--- src/rtl/eic_pkg.sv ---
package eic_pkg;
    localparam int PRIO_W = 4;
    typedef logic [PRIO_W-1:0] prio_t;

    typedef enum logic {GW_IDLE, GW_HELD} gw_state_e;

    localparam logic [3:0] PG_PRIO = 4'h0;
    localparam logic [3:0] PG_PEND = 4'h1;
    localparam logic [3:0] PG_EN   = 4'h2;
    localparam logic [3:0] PG_GLB  = 4'h3;
    localparam logic [3:0] PG_GW   = 4'h4;
    localparam logic [3:0] PG_CLR  = 4'h5;

    localparam logic [11:0] G_ORDER = 12'h000;
    localparam logic [11:0] G_THR   = 12'h004;
    localparam logic [11:0] G_CUR   = 12'h008;
    localparam logic [11:0] G_CAP   = 12'h00C;
    localparam logic [11:0] G_HAND  = 12'h010;
    localparam logic [11:0] G_CLAIM = 12'h014;

    // Strength of a priority under the selected ordering: larger is stronger.
    function automatic prio_t rank_of(input prio_t p, input logic rev);
        return rev ? ~p : p;
    endfunction
endpackage

--- src/rtl/eic_gateway.sv ---
module eic_gateway
    import eic_pkg::*;
#(
    parameter int SYNC_STAGES = 2
) (
    input  logic clk,
    input  logic rst_n,
    input  logic raw_in,
    input  logic active_low,
    input  logic edge_mode,
    input  logic clr,
    output logic pending
);
    logic [SYNC_STAGES-1:0] sync_q;
    logic active, act_d_q, rise;
    gw_state_e state_q, state_d;

    always_ff @(posedge clk or negedge rst_n) begin
        if (!rst_n) begin
            sync_q  <= '0;
            act_d_q <= 1'b0;
        end else begin
            sync_q  <= {sync_q[SYNC_STAGES-2:0], raw_in};
            act_d_q <= active;
        end
    end

    assign active = sync_q[SYNC_STAGES-1] ^ active_low;
    assign rise   = edge_mode & active & ~act_d_q;

    always_ff @(posedge clk or negedge rst_n) begin
        if (!rst_n) state_q <= GW_IDLE;
        else        state_q <= state_d;
    end

    always_comb begin
        state_d = state_q;
        unique case (state_q)
            GW_IDLE: if (rise)         state_d = GW_HELD;
            GW_HELD: if (clr && !rise) state_d = GW_IDLE;
            default:                   state_d = GW_IDLE;
        endcase
    end

    always_comb begin
        pending = edge_mode ? (state_q == GW_HELD) : active;
    end
endmodule

--- src/rtl/eic_arbiter.sv ---
module eic_arbiter
    import eic_pkg::*;
#(
    parameter int NUM_SRC = 63,
    parameter int SRC_W   = 6
) (
    input  prio_t             prio [NUM_SRC+1],
    input  logic [NUM_SRC:0]  req,
    input  logic              rev,
    output logic              win_valid,
    output logic [SRC_W-1:0]  win_id,
    output prio_t             win_prio
);
    // Scan from the top ID down; ">=" lets a lower ID take over on a tie.
    always_comb begin
        win_valid = 1'b0;
        win_id    = '0;
        win_prio  = '0;
        for (int i = NUM_SRC; i >= 0; i--) begin
            if (req[i] && (!win_valid ||
                rank_of(prio[i], rev) >= rank_of(win_prio, rev))) begin
                win_valid = 1'b1;
                win_id    = SRC_W'(i);
                win_prio  = prio[i];
            end
        end
    end
endmodule

--- src/rtl/ext_irq_ctrl.sv ---
module ext_irq_ctrl
    import eic_pkg::*;
#(
    parameter int NUM_SRC     = 63,
    parameter int SYNC_STAGES = 2
) (
    input  logic               clk,
    input  logic               rst_n,
    input  logic               bus_valid,
    input  logic               bus_write,
    input  logic [15:0]        bus_addr,
    input  logic [31:0]        bus_wdata,
    output logic [31:0]        bus_rdata,
    input  logic [NUM_SRC:1]   irq_src,
    output logic               irq_req
);
    localparam int SRC_W = $clog2(NUM_SRC + 1);

    logic [3:0]       page;
    logic [11:0]      off;
    logic [7:0]       idx8;
    logic [SRC_W-1:0] idx;
    logic             src_hit, wr_en, cap_stb;

    prio_t            prio_q [NUM_SRC+1];
    logic [NUM_SRC:0] en_q, pol_q, typ_q, pend_v, clr_v;
    logic             order_q;
    prio_t            thr_q, cur_q, claim_prio, win_prio;
    logic [21:0]      base_q;
    logic [SRC_W-1:0] claim_id, win_id;
    logic             win_valid;
    logic             unused_wdata;

    assign page    = bus_addr[15:12];
    assign off     = bus_addr[11:0];
    assign idx8    = off[9:2];
    assign idx     = idx8[SRC_W-1:0];
    assign wr_en   = bus_valid & bus_write;
    assign src_hit = (off[11:10] == 2'b00) && (off[1:0] == 2'b00) &&
                     (idx8 != 8'd0) && (32'(idx8) <= 32'(NUM_SRC));
    assign cap_stb = wr_en && (page == PG_GLB) && (off == G_CAP);
    assign unused_wdata = ^bus_wdata[9:PRIO_W];

    // Configuration registers
    always_ff @(posedge clk or negedge rst_n) begin
        if (!rst_n) begin
            for (int i = 0; i <= NUM_SRC; i++) prio_q[i] <= '0;
            en_q    <= '0;
            pol_q   <= '0;
            typ_q   <= '0;
            order_q <= 1'b0;
            thr_q   <= '0;
            cur_q   <= '0;
            base_q  <= '0;
        end else if (wr_en) begin
            if (src_hit) begin
                unique case (page)
                    PG_PRIO: prio_q[idx] <= bus_wdata[PRIO_W-1:0];
                    PG_EN:   en_q[idx]   <= bus_wdata[0];
                    PG_GW: begin
                        pol_q[idx] <= bus_wdata[0];
                        typ_q[idx] <= bus_wdata[1];
                    end
                    default: ;
                endcase
            end
            if (page == PG_GLB) begin
                unique case (off)
                    G_ORDER: order_q <= bus_wdata[0];
                    G_THR:   thr_q   <= bus_wdata[PRIO_W-1:0];
                    G_CUR:   cur_q   <= bus_wdata[PRIO_W-1:0];
                    G_HAND:  base_q  <= bus_wdata[31:10];
                    default: ;
                endcase
            end
        end
    end

    // Gateways, one per source; slot 0 is permanently idle
    assign pend_v[0] = 1'b0;
    assign clr_v[0]  = 1'b0;
    for (genvar s = 1; s <= NUM_SRC; s++) begin : g_src
        assign clr_v[s] = wr_en && src_hit && (page == PG_CLR) &&
                          (idx == SRC_W'(s));
        eic_gateway #(.SYNC_STAGES(SYNC_STAGES)) u_gw (
            .clk        (clk),
            .rst_n      (rst_n),
            .raw_in     (irq_src[s]),
            .active_low (pol_q[s]),
            .edge_mode  (typ_q[s]),
            .clr        (clr_v[s]),
            .pending    (pend_v[s])
        );
    end

    eic_arbiter #(.NUM_SRC(NUM_SRC), .SRC_W(SRC_W)) u_arb (
        .prio      (prio_q),
        .req       (pend_v & en_q),
        .rev       (order_q),
        .win_valid (win_valid),
        .win_id    (win_id),
        .win_prio  (win_prio)
    );

    assign irq_req = win_valid &&
                     (rank_of(win_prio, order_q) > rank_of(thr_q, order_q)) &&
                     (rank_of(win_prio, order_q) > rank_of(cur_q, order_q));

    // Capture of the winner
    always_ff @(posedge clk or negedge rst_n) begin
        if (!rst_n) begin
            claim_id   <= '0;
            claim_prio <= '0;
        end else if (cap_stb) begin
            claim_id   <= win_valid ? win_id : '0;
            claim_prio <= win_valid ? win_prio : '0;
        end
    end

    // Read path
    always_comb begin
        bus_rdata = '0;
        if (src_hit) begin
            unique case (page)
                PG_PRIO: bus_rdata = 32'(prio_q[idx]);
                PG_PEND: bus_rdata = 32'(pend_v[idx]);
                PG_EN:   bus_rdata = 32'(en_q[idx]);
                PG_GW:   bus_rdata = 32'({typ_q[idx], pol_q[idx]});
                default: ;
            endcase
        end
        if (page == PG_GLB) begin
            unique case (off)
                G_ORDER: bus_rdata = 32'(order_q);
                G_THR:   bus_rdata = 32'(thr_q);
                G_CUR:   bus_rdata = 32'(cur_q);
                G_HAND:  bus_rdata = {base_q, 8'(claim_id), 2'b00};
                G_CLAIM: bus_rdata = 32'(claim_prio);
                default: ;
            endcase
        end
    end
endmodule

--- config.mk ---
export PLATFORM = sky130hd
export DESIGN_NAME = ext_irq_ctrl
export DESIGN_NICKNAME = d
export VERILOG_FILES = /design/src/rtl/eic_pkg.sv /design/src/rtl/eic_gateway.sv /design/src/rtl/eic_arbiter.sv /design/src/rtl/ext_irq_ctrl.sv
export SDC_FILE = /design/constraint.sdc
export NUM_CORES = 2
export LEC_CHECK = 0
export CAP_MARGIN = 25
export CORE_MARGIN = 1
export CORE_UTILIZATION = 50
export CTS_CLUSTER_SIZE = 25
export DETAILED_ROUTE_END_ITERATION = 8
export PLACE_DENSITY = 0.73
export SYNTH_ARGS = -nofsm -noshare
export SYNTH_HDL_FRONTEND = slang
export SYNTH_HIERARCHICAL = 1
export SYNTH_SLANG_ARGS = --single-unit
--- constraint.sdc ---
create_clock -name clk -period 136.3 [get_ports clk]
set_clock_uncertainty 0.1 [all_clocks]
set_input_delay 13.63 -clock clk [delete_from_list [all_inputs] [get_ports clk]]
set_output_delay 13.63 -clock clk [all_outputs]
set_load 0.02 [all_outputs]
==> flow_metrics.env <==
export IMPL_h_tree_depth=3
export IMPL_max_cap_violations=0
export IMPL_worst_setup_hold_path_clk_slew_ns=0.06
export IMPL_post_synth_num_cell_types=103
export IMPL_grt_use_total=0.295
export IMPL_cts_tree="yes"
export IMPL_delay_of_the_slowest_critical_path_stage_ns=0.62
export IMPL_grt_first_pass_wirelength_mm=232
export IMPL_avg_wl_per_cell_um=24.5
export IMPL_ys_warnings_count=6
export IMPL_area_growth_synth_to_final_pct=12.8
export IMPL_critPathKind="register to primary output"
export IMPL_die_h_um=319
export IMPL_pin_count_of_the_biggest_net_entering_global_routing=117
export IMPL_synth_seq_area_share=0.370
export IMPL_synth_top_cells_by_count="sky130_fd_sc_hd__dfrtp_1, sky130_fd_sc_hd__mux2_2, sky130_fd_sc_hd__nand2_1"
export IMPL_syn_inst=4735
export IMPL_r2r_start="pol_q[63]$_DFFE_PN0P_"
export IMPL_slew_viol_final=0
export IMPL_pre_cts_slack_ns=2.75
export IMPL_hold_viol=0
export IMPL_cpLargestDelayFamily="compound AO/OA/AOI/OAI gates"
export IMPL_starting_density=0.508
export IMPL_final_setup_viol_count=0
export IMPL_final_layout_size_suffix_gt1_frac=0.223
export IMPL_cts_root_buf="sky130_fd_sc_hd__clkbuf_16"
export IMPL_regToRegEndpoint="claim_id[5]$_DFFE_PN0P_"
export IMPL_io_pins=148
export IMPL_netlist_area_leader_share=0.370
export IMPL_average_vias_per_placed_instance=6.32
export IMPL_ys_ff_latch=741
export IMPL_vias=39216
export IMPL_worstPathArrival_ns=116.18
export IMPL_via_count_of_the_first_global_routing_pass=38319
export IMPL_syn_avg_cell_area_um2=10.6
export IMPL_critPathBufInv=23
export IMPL_setup_worst_path_end_class="primary output"
export IMPL_yosys_top_cells_area="sky130_fd_sc_hd__dfrtp_1, sky130_fd_sc_hd__mux2_2, sky130_fd_sc_hd__xor2_1"
export IMPL_netlist_area_um2=50200
export IMPL_share_of_the_clock_period_used_by_the_worst_path_after_layout=0.953
export IMPL_final_period_minus_worst_setup_slack_ns=129.91
export IMPL_hpwl_mm=108
export IMPL_routed_wl_mm=152
export IMPL_fin_area_um2=56600
export IMPL_worst_pin_slew_ns=1.11
export IMPL_timing_critical_path_from="pol_q[63]$_DFFE_PN0P_"
export IMPL_power_density_nw_per_um2=8.61
export IMPL_crit_path_top_delay_cell="sky130_fd_sc_hd__clkdlybuf4s50_1"
export IMPL_core_area_um2=98900
export IMPL_grt_antenna_before_repair=3
export IMPL_numPortBuffers=139
export IMPL_library_cell_with_the_highest_instance_count_after_synthesis="sky130_fd_sc_hd__dfrtp_1"
export IMPL_crit_cells=557
export IMPL_worstHoldPathType="register to register"
export IMPL_run_status="finished clean"
export IMPL_timing_reg2reg_worst_path_depth=553
export IMPL_required_time_worst_endpoint_ns=122.57
export IMPL_antenna_diode_count=0
export IMPL_worst_setup_path_start_kind="register"
export IMPL_place_congestion=0.981
export IMPL_synth_flop_cell="sky130_fd_sc_hd__dfrtp_1"
export IMPL_power_leakage_nw=25.3
export IMPL_dr_first_iter_drc_count=4462
export IMPL_cts_sinks=741
export IMPL_die_outline_area_um2=102000
export IMPL_rows=115
export IMPL_critical_path_most_common_cell="sky130_fd_sc_hd__a21o_1"
export IMPL_placed_cell_area_um2=53200
export IMPL_yosys_area_top_type="sky130_fd_sc_hd__dfrtp_1"
export IMPL_layout_nets=5225
export IMPL_fmax_mhz=7.70
export IMPL_chipWidth_um=319
export IMPL_irDropWorstVdd_mv=0.0126
export IMPL_crit_fanout=14
export IMPL_ant_nets=0
export IMPL_synth_async_sr_flop_share=1.00
export IMPL_numCtsBuffers=81
export IMPL_globalRoute_totalOverflow=0
export IMPL_clk_latency_ns=0.68
export IMPL_detail_route_first_pass_iterations=6
export IMPL_remaining_drc_errors=0
export IMPL_worst_slew_margin_rel=0.258
export IMPL_synth_edff_count=0
export IMPL_clk_path_buf_depth=3
export IMPL_postLayoutSetupSlackWorst_ns=6.39
export IMPL_critical_path_endpoint="irq_req"
export IMPL_worst_r2r_setup_slack_ns=22.32
-- cell families after synthesis --
group / after synthesis / share of synthesized area
buf+inv: 438 / 0.0350
fa+ha+maj: 257 / 0.0641
flops: 741 / 0.370
other cells: 1 / 0.0000747
compound gates: 762 / 0.112
simple gates: 1160 / 0.113
mux: 799 / 0.206
xor+xnor: 577 / 0.101
-- routing by layer --
metal / vias to the layer above / GRT usage / share of wire
met5: - / 0 / 0.00017
met4: 4 / 0.106 / 0.034
met3: 358 / 0.0563 / 0.095
met2: 2040 / 0.441 / 0.44
met1: 19625 / 0.427 / 0.44
li1: 17189 / - / -
-- repair_timing --
item	4_1_cts	5_1_grt
resized for setup	0	64
setup buffers	0	6
endpoints found under the setup margin	0	1
hold endpoints to repair	0	0
hold buffers	0	0
-- power by group --
part	total, mW	switching (mW)	internal (mW)
sequential	0.224	0.00136	0.223
combinational	0.0274	0.0186	0.00872
clock	0.235	0.0987	0.137
-- area by class of cell --
type	instances	area (um2)
multi-input cells	3559	30200
well taps	1287	1610
inverters	175	657
clock inverters	43	636
fillers	8081	42300
repair buffers	295	2720
flip-flops and latches	741	18500
clock buffers	107	2230
-- per-stage QoR --
stage	instances	TNS [ns]	total power, mW	hold slack [ns]	util
floorplan	4738	0	0.240	0.231	-
global placement	6039	0	0.254	0.232	0.538
detailed placement	6042	0	0.255	0.235	0.538
CTS	6192	0	0.489	0.244	0.567
global route	6207	-0.0167	0.500	0.252	0.572
finish	6207	0	0.487	0.242	0.572
-- layout by cell type (no fill, tap or decap), drive strengths merged, types with 16 or more instances in the layout --
master         netlist  layout
or3                 18      18
a221oi              18      18
nand2              413     413
clkbuf             164     108
a31oi               23      23
nor3               107     107
mux2               557     557
nor2               232     232
o21a                31      31
o31ai               32      32
a21oi              139     139
ha                 257     257
nand3               50      50
nor4                17      17
clkinv               1      20
mux4               128     128
and3                42      42
or2                 16      16
inv                174     181
nand2b              81      81
mux2i              114     114
a22oi               18      18
xor2               375     375
buf                 99     163
a21o                85      85
xnor2              202     202
a32o                63      63
o21ai              129     129
nor2b               31      31
dfrtp              741     741
a21boi              35      35
clkdlybuf4s50        0     131
nand4               16      16
and2                89      89
-- state kept, by name (all words and copies together) (netlist names), 6 cells and up --
register,cells
prio_q,256
g_src.u_gw/sync_q,126
en_q,64
pol_q,64
typ_q,64
g_src.u_gw/act_d_q,63
g_src.u_gw/state_q,63
base_q,22
claim_id,6
-- how the worst min path moves through the flow --
stage | from | endpoint | depth (start not counted)
finish | g_src[9].u_gw/sync_q[0]$_DFF_PN0_ | g_src[9].u_gw/sync_q[1]$_DFF_PN0_ | 0
global route | g_src[34].u_gw/sync_q[0]$_DFF_PN0_ | g_src[34].u_gw/sync_q[1]$_DFF_PN0_ | 0
CTS | g_src[63].u_gw/sync_q[0]$_DFF_PN0_ | g_src[63].u_gw/sync_q[1]$_DFF_PN0_ | 0
detailed placement | g_src[17].u_gw/sync_q[0]$_DFF_PN0_ | g_src[17].u_gw/sync_q[1]$_DFF_PN0_ | 0
global placement | g_src[48].u_gw/sync_q[0]$_DFF_PN0_ | g_src[48].u_gw/sync_q[1]$_DFF_PN0_ | 0
floorplan | g_src[10].u_gw/sync_q[0]$_DFF_PN0_ | g_src[10].u_gw/sync_q[1]$_DFF_PN0_ | 0
-- worst register-to-register path: cells and delay by family (launching register included) --
| family | cells | cell delay, ns |
|---|---|---|
| muxes | 14 | 4.09 |
| buffers and inverters | 21 | 4.00 |
| AOI/OAI and AO/OA | 259 | 56.58 |
| DFF | 1 | 0.40 |
| xor gates and xnor gates | 63 | 10.31 |
| and+or+nand+nor | 134 | 21.67 |
| adders and majority gates | 62 | 16.79 |
Power figures use the tool's default switching activity.
